**src/rtl/guard_pkg.sv**
```systemverilog
package guard_pkg;
  typedef enum logic [2:0] {
    OP_READ   = 3'd0,
    OP_WRITE  = 3'd1,
    OP_VERIFY = 3'd2,
    OP_ERASE  = 3'd3,
    OP_UNLOCK = 3'd4,
    OP_RELOCK = 3'd5,
    OP_COMMIT = 3'd6,
    OP_SEAL   = 3'd7
  } guard_op_e;
endpackage

```
**src/rtl/key_vault.sv**
```systemverilog
module key_vault #(
  parameter int KEY_W = 128,
  parameter int WORD_W = 32,
  parameter logic [KEY_W-1:0] INIT_KEY = '0,
  localparam int NWORDS = KEY_W / WORD_W,
  localparam int IDX_W = (NWORDS > 1) ? $clog2(NWORDS) : 1
) (
  input  logic              clk,
  input  logic              rst,
  input  logic              stage_we,
  input  logic [IDX_W-1:0]  stage_idx,
  input  logic [WORD_W-1:0] stage_data,
  input  logic              commit,
  input  logic              sealed_i,
  input  logic [KEY_W-1:0]  probe_key,
  output logic              match
);
  logic [WORD_W-1:0] stage_q [NWORDS];
  logic [KEY_W-1:0]  staged;
  logic [KEY_W-1:0]  key_q = INIT_KEY;

  always_ff @(posedge clk) begin
    if (stage_we) stage_q[stage_idx] <= stage_data;
  end

  for (genvar g = 0; g < NWORDS; g++) begin : g_pack
    assign staged[g*WORD_W +: WORD_W] = stage_q[g];
  end

  // Non-volatile model: the key is loaded at power-up and reset leaves it alone
  always_ff @(posedge clk) begin
    if (commit) key_q <= staged;
  end

  assign match = (probe_key == key_q);

  a_r6_key_needs_commit: assert property (@(posedge clk) disable iff (rst)
    !commit |=> $stable(key_q));
  a_r7_key_frozen: assert property (@(posedge clk) disable iff (rst)
    sealed_i |=> $stable(key_q));
endmodule

```
**src/rtl/lock_ctrl.sv**
```systemverilog
module lock_ctrl
  import guard_pkg::*;
(
  input  logic      clk,
  input  logic      rst,
  input  logic      cmd_valid,
  input  guard_op_e cmd_op,
  input  logic      kw_valid,
  input  logic      match,
  output logic      locked_o,
  output logic      sealed_o,
  output logic      stage_we,
  output logic      commit_o,
  output logic      pass_o,
  output logic      fail_o
);
  logic locked_q = 1'b1;
  logic sealed_q = 1'b0;
  logic locked_n, sealed_n, cmd_bad, open;

  assign open = !locked_q;

  always_comb begin
    locked_n = locked_q;
    sealed_n = sealed_q;
    cmd_bad  = 1'b0;
    commit_o = 1'b0;
    pass_o   = 1'b0;
    if (cmd_valid) begin
      unique case (cmd_op)
        OP_READ, OP_WRITE, OP_VERIFY, OP_ERASE: begin
          pass_o  = open;
          cmd_bad = !open;
        end
        OP_UNLOCK: begin
          if (!sealed_q && match) locked_n = 1'b0;
          else begin
            cmd_bad  = 1'b1;
            locked_n = 1'b1;
          end
        end
        OP_RELOCK: locked_n = 1'b1;
        OP_COMMIT: begin
          commit_o = open;
          cmd_bad  = !open;
        end
        OP_SEAL: begin
          if (open) begin
            sealed_n = 1'b1;
            locked_n = 1'b1;
          end else cmd_bad = 1'b1;
        end
        default: ;
      endcase
    end
  end

  assign stage_we = kw_valid && open;
  assign fail_o   = cmd_bad || (kw_valid && !open);

  always_ff @(posedge clk) begin
    if (rst) locked_q <= 1'b1;
    else     locked_q <= locked_n;
  end

  // Sealed flag models a one-time-programmable cell: no reset
  always_ff @(posedge clk) begin
    if (!rst) sealed_q <= sealed_n;
  end

  assign locked_o = locked_q;
  assign sealed_o = sealed_q;

  a_r7_seal_sticky: assert property (@(posedge clk) disable iff (rst)
    sealed_q |=> sealed_q);
  a_r7_sealed_locked: assert property (@(posedge clk) disable iff (rst)
    sealed_q |-> locked_q);
endmodule

```
**src/rtl/op_gate.sv**
```systemverilog
module op_gate (
  input  logic       clk,
  input  logic       rst,
  input  logic       pass_i,
  input  logic       fail_i,
  input  logic [1:0] kind_i,
  output logic       grant_o,
  output logic [1:0] kind_o,
  output logic       err_o
);
  always_ff @(posedge clk) begin
    if (rst) begin
      grant_o <= 1'b0;
      err_o   <= 1'b0;
      kind_o  <= '0;
    end else begin
      grant_o <= pass_i;
      err_o   <= fail_i;
      if (pass_i) kind_o <= kind_i;
    end
  end

  a_r3_grant_err_exclusive: assert property (@(posedge clk) disable iff (rst)
    !(grant_o && err_o));
endmodule

```
**src/rtl/access_guard.sv**
```systemverilog
module access_guard
  import guard_pkg::*;
#(
  parameter int KEY_W = 128,
  parameter int WORD_W = 32,
  parameter logic [KEY_W-1:0] INIT_KEY = 128'h0123_4567_89AB_CDEF_FEDC_BA98_7654_3210,
  localparam int NWORDS = KEY_W / WORD_W,
  localparam int IDX_W = (NWORDS > 1) ? $clog2(NWORDS) : 1
) (
  input  logic              clk,
  input  logic              rst,
  input  logic              cmd_valid,
  input  logic [2:0]        cmd_op,
  input  logic [KEY_W-1:0]  key_in,
  input  logic              kw_valid,
  input  logic [IDX_W-1:0]  kw_idx,
  input  logic [WORD_W-1:0] kw_data,
  output logic              op_grant,
  output logic [1:0]        op_kind,
  output logic              op_err,
  output logic              locked,
  output logic              sealed
);
  logic match, stage_we, commit, pass, fail;
  guard_op_e op;

  assign op = guard_op_e'(cmd_op);

  key_vault #(.KEY_W(KEY_W), .WORD_W(WORD_W), .INIT_KEY(INIT_KEY)) u_vault (
    .clk(clk), .rst(rst), .stage_we(stage_we), .stage_idx(kw_idx),
    .stage_data(kw_data), .commit(commit), .sealed_i(sealed),
    .probe_key(key_in), .match(match)
  );

  lock_ctrl u_ctrl (
    .clk(clk), .rst(rst), .cmd_valid(cmd_valid), .cmd_op(op),
    .kw_valid(kw_valid), .match(match), .locked_o(locked), .sealed_o(sealed),
    .stage_we(stage_we), .commit_o(commit), .pass_o(pass), .fail_o(fail)
  );

  op_gate u_gate (
    .clk(clk), .rst(rst), .pass_i(pass), .fail_i(fail), .kind_i(cmd_op[1:0]),
    .grant_o(op_grant), .kind_o(op_kind), .err_o(op_err)
  );

  a_r2_grant_needs_open: assert property (@(posedge clk) disable iff (rst)
    op_grant |-> !$past(locked));
  a_r4_unlock_needs_match: assert property (@(posedge clk) disable iff (rst)
    $fell(locked) |-> $past(cmd_valid && cmd_op == 3'd4 && match));
endmodule

```
**config.mk**
```make
export PLATFORM = sky130hd
export DESIGN_NAME = access_guard
export DESIGN_NICKNAME = d
export VERILOG_FILES = /design/src/rtl/guard_pkg.sv /design/src/rtl/key_vault.sv /design/src/rtl/lock_ctrl.sv /design/src/rtl/op_gate.sv /design/src/rtl/access_guard.sv
export SDC_FILE = /design/constraint.sdc
export NUM_CORES = 1
export LEC_CHECK = 0
export BUFFER_PORTS_ARGS = -buffer_cell sky130_fd_sc_hd__buf_2
export CAP_MARGIN = 5
export CORE_AREA = 2 2 69 71
export CTS_CLUSTER_DIAMETER = 50
export DETAILED_ROUTE_END_ITERATION = 7
export DIE_AREA = 0 0 71 73
export PLACE_DENSITY = 0.52
export SETUP_SLACK_MARGIN = 0.15
export SYNTH_ARGS = -nofsm -noshare
export SYNTH_HDL_FRONTEND = slang
export SYNTH_SLANG_ARGS = --single-unit
```
**constraint.sdc**
```tcl
create_clock -name clk -period 0.8 [get_ports clk]
set_clock_uncertainty 0.1 [all_clocks]
set_input_delay 0.16 -clock clk [delete_from_list [all_inputs] [get_ports clk]]
set_output_delay 0.16 -clock clk [all_outputs]
set_load 0.03 [all_outputs]
```
==> run_results.csv, run 1 <==
group,metric,value,unit
status,outcome,"finished, violations left",
status,violations,"negative setup slack",
sta,maxSlewViolCount,0,
global_route,grt_pass1_vias,76,
worst_setup_path,cp.arrival,600,ps
drt,antenna_left,0,
synthesis,synth_top_area_share,44.78,%
drt,vias,80,
finish,layout-drive-gt1-share,62.50,%
drt,first_iter_violations,1,
sta,post-route-worst-setup-slack,-27.58,ps
power_and_ir_drop,p_per_area,693.4,nW/µm²
sta,fin_crit_sh,103.4,%
worst_setup_path,critPathKind,"in -> reg",
worst_setup_path,required,570,ps
power_and_ir_drop,p_switching,0.05213,mW
finish,largest_reg_flops,1,
power_and_ir_drop,power.internal,0.08928,mW
global_route,overflow,0,
sta,final-setup-viol-count,1,
sta,clock.fmax,1.208,GHz
power_and_ir_drop,finalPower,0.1414,mW
drt,wl,245,µm
drt,drcViolationCount,0,
sta,final_hold_viol_count,0,
finish,antenna_cells,0,
floorplanning,placementRows,25,
worst_setup_path,critical_path.startpoint,"kw_valid",
cts,clk_pin_slew,0,ps
sta,finalCriticalPeriod,827.6,ps
floorplanning,start_util,1.848,%
placement,place.gp.congestion,0.5253,
finish,fin_cells,70,
hold_path,min_from,"rst",
synthesis,synth.largest_area_cell,"buf_4",
global_route,antenna_found_initial,0,
floorplanning,die_w,71,µm
synthesis,syn_area,83.83,µm²
power_and_ir_drop,clkPwrFrac,0,%
synthesis,syn_inst,11,
floorplanning,boundaryPins,175,
placement,post-place-cells,70,
power_and_ir_drop,p_leak,0.07689,nW
finish,reg_top3,"u_gate.err_o x1",
global_route,track_usage,0.7478,%
global_route,grt_max_degree,3,
synthesis,synth_edf_count,0,
power_and_ir_drop,switching_share,36.86,%
cts,hold_buffers,0,
global_route,grt_pass1_wl,310,µm
finish,nNetsFinal,187,
power_and_ir_drop,vdd_drop_max,128.2,µV
synthesis,async_flop_share,0,%
hold_path,hold_path_class,"in -> reg",
synthesis,yosysWarnings,0,
worst_setup_path,cp_max_fo,2,
worst_setup_path,end_kind,"flip-flop",
power_and_ir_drop,combPwrFrac,59.5,%
synthesis,avgSynthCellArea,7.621,µm²
floorplanning,die_h,73,µm
synthesis,ys_types,6,
placement,io_buffers,7,
job,maxCapViolCount,0,
sta,rsz0062_at_grt,"true",
synthesis,yosys-top-cells-count,"5 x buf_4, 2 x conb_1",
worst_setup_path,cp-start-kind,"input port",
synthesis,synth.top_cells.by_area,"buf_4 45%, dfxtp_1 24%, nor4bb_1 12%, conb_1 9.0%, nor3_1 6.0%",
finish,syn_to_final_growth,143.3,%
drt,first_pass_iters,2,
drt,viasPerCell,1.143,
power_and_ir_drop,seqPwrFrac,40.5,%
floorplanning,coreArea,4536,µm²
synthesis,ys_seq_elements,1,
synthesis,synth_seq_area_share,23.88,%
finish,fill_cells,521,
synthesis,synth.most_common_cell,"buf_4",
synthesis,ys.flop_type,"dfxtp_1",
floorplanning,die_area,5183,µm²
drt,drt-wirelength-per-cell,3.500,µm
cts,cts_setup_buffers,0,
finish,regMostFlops,"u_gate.err_o",
-- routing by layer --
metal  global-route usage [%]  up-vias  routed length [µm]
met5                        0        -                   0
met4                        0        0                   0
met3                   0.1381        0                  44
met2                    1.558       10                 118
met1                   0.8237       36                  82
li1                         -       34                   -
-- power by group through the flow --
stage	Clock (mW)	Combinational, mW	Sequential, mW
2_1_floorplan	0	0.0545	0.0638
3_3_place_gp	0	0.0624	0.0561
3_5_place_dp	0	0.0624	0.0564
4_1_cts	0	0.0749	0.0577
5_1_grt	0	0.0889	0.0580
6_report	0	0.0842	0.0572
-- layout make-up --
| class | count | area (µm²) | share of cell area [%] |
|---|---|---|---|
| multi-input combinational | 8 | 57.56 | 28.22 |
| sequential | 1 | 21.27 | 10.43 |
| tap | 54 | 67.56 | 33.13 |
| timing repair buffer | 7 | 57.56 | 28.22 |
-- worst max-delay path, cell delays in order --
cell	delay, ps
buf_8	100
nor4bb_4	270
nor3_2	70
-- metrics by stage --
step / TNS [ps] / hold WS (ps) / utilization, % / instance area [µm²] / setup WS, ps
CTS: -27.44 / 223.3 / 4.110 / 186.4 / -27.44
detailed placement: -47.77 / 227.8 / 3.559 / 161.4 / -47.77
global route: -70.66 / 234.3 / 4.497 / 203.9 / -70.66
finish: -27.58 / 223.0 / 4.497 / 203.9 / -27.58
floorplan: 0 / 131.8 / - / 96.34 / 104.7
global placement: -41.58 / 222.2 / 3.559 / 161.4 / -41.58
-- final timing paths --
check | endpoint | slack (ps) | cells after the start
worst min-delay path | u_gate.err_o$_SDFF_PP0_ | 220 | 2
worst max-delay path | u_gate.err_o$_SDFF_PP0_ | -30 | 3
-- kinds of logic (layout without fill, tap and decap cells) --
family | count (synthesis) | count (layout) | share of synthesized area [%]
other cells | 2 | 5 | 8.959
simple gates | 3 | 3 | 22.38
buf+inv | 5 | 7 | 44.78
flops | 1 | 1 | 23.88
-- cells in the final DEF (no fill, tap or decap) --
master	synthesis	final
conb_1	2	5
buf_2	0	4
buf_6	0	2
nor4bb_4	0	1
nor2_1	1	1
nor3_2	0	1
buf_8	0	1
dfxtp_2	0	1
-- timing repair --
item,CTS,global route
setup endpoints to repair,2,2
resized for setup,5,3
pin swaps,0,2
(Power assumes the default switching activity.)
==> run 2, diff against run 1 <==
CORE_AREA = default   (was 2 2 69 71)
CORE_ASPECT_RATIO = 1.75   (was default)
CORE_MARGIN = 2   (was default)
CORE_UTILIZATION = 49   (was default)
DIE_AREA = default   (was 0 0 71 73)
PLACE_DENSITY = 0.78   (was 0.52)
SYNTH_HIERARCHICAL = 1   (was default)
==> run 2 against run 1 <==
Compared with the run above: the run now fails in 2_4_floorplan_pdn; synthesized cell count is 55% higher; synthesized area increased by 97%.
==> run_results.csv, run 2 <==
group,metric,value,unit
synthesis,avgSynthCellArea,9.715,µm²
synthesis,syn_area,165.2,µm²
status,outcome,"stopped before the end",
floorplanning,placementRows,8,
status,stop_error,"[ERROR PDN-0185] Insufficient width (13.34 um) to add straps on layer met4 in grid \"grid\" with total strap width 15.2 um and offset 13.6 um.",
floorplanning,die_w,17.88,µm
floorplanning,die_h,28.29,µm
synthesis,yosysWarnings,6,
floorplanning,start_util,56.90,%
status,haltStage,"2_4_floorplan_pdn",
synthesis,syn_inst,17,
==> run 3, diff against run 2 <==
CORE_ASPECT_RATIO = default   (was 1.75)
CORE_UTILIZATION = 40   (was 49)
CTS_CLUSTER_DIAMETER = default   (was 50)
PLACE_DENSITY = default   (was 0.78)
PLACE_DENSITY_LB_ADDON = 0.15   (was default)
SETUP_SLACK_MARGIN = default   (was 0.15)
clock period = 1 ns   (was 0.8 ns; I/O delays follow)
==> run 3 against run 2 <==
Compared with the run above: synthesized area did not move; the run again fails in 2_4_floorplan_pdn; synthesized cell count is the same.
==> run_results.csv, run 3 <==
group,metric,value,unit
status,outcome,"stopped before the end",
status,haltStage,"2_4_floorplan_pdn",
status,stop_error,"[ERROR PDN-0185] Insufficient width (19.78 um) to add straps on layer met4 in grid \"grid\" with total strap width 15.2 um and offset 13.6 um.",
floorplanning,placementRows,7,
synthesis,syn_area,165.2,µm²
synthesis,avgSynthCellArea,9.715,µm²
floorplanning,start_util,43.85,%
synthesis,syn_inst,17,
floorplanning,die_h,24.32,µm
synthesis,yosysWarnings,6,
floorplanning,die_w,24.32,µm
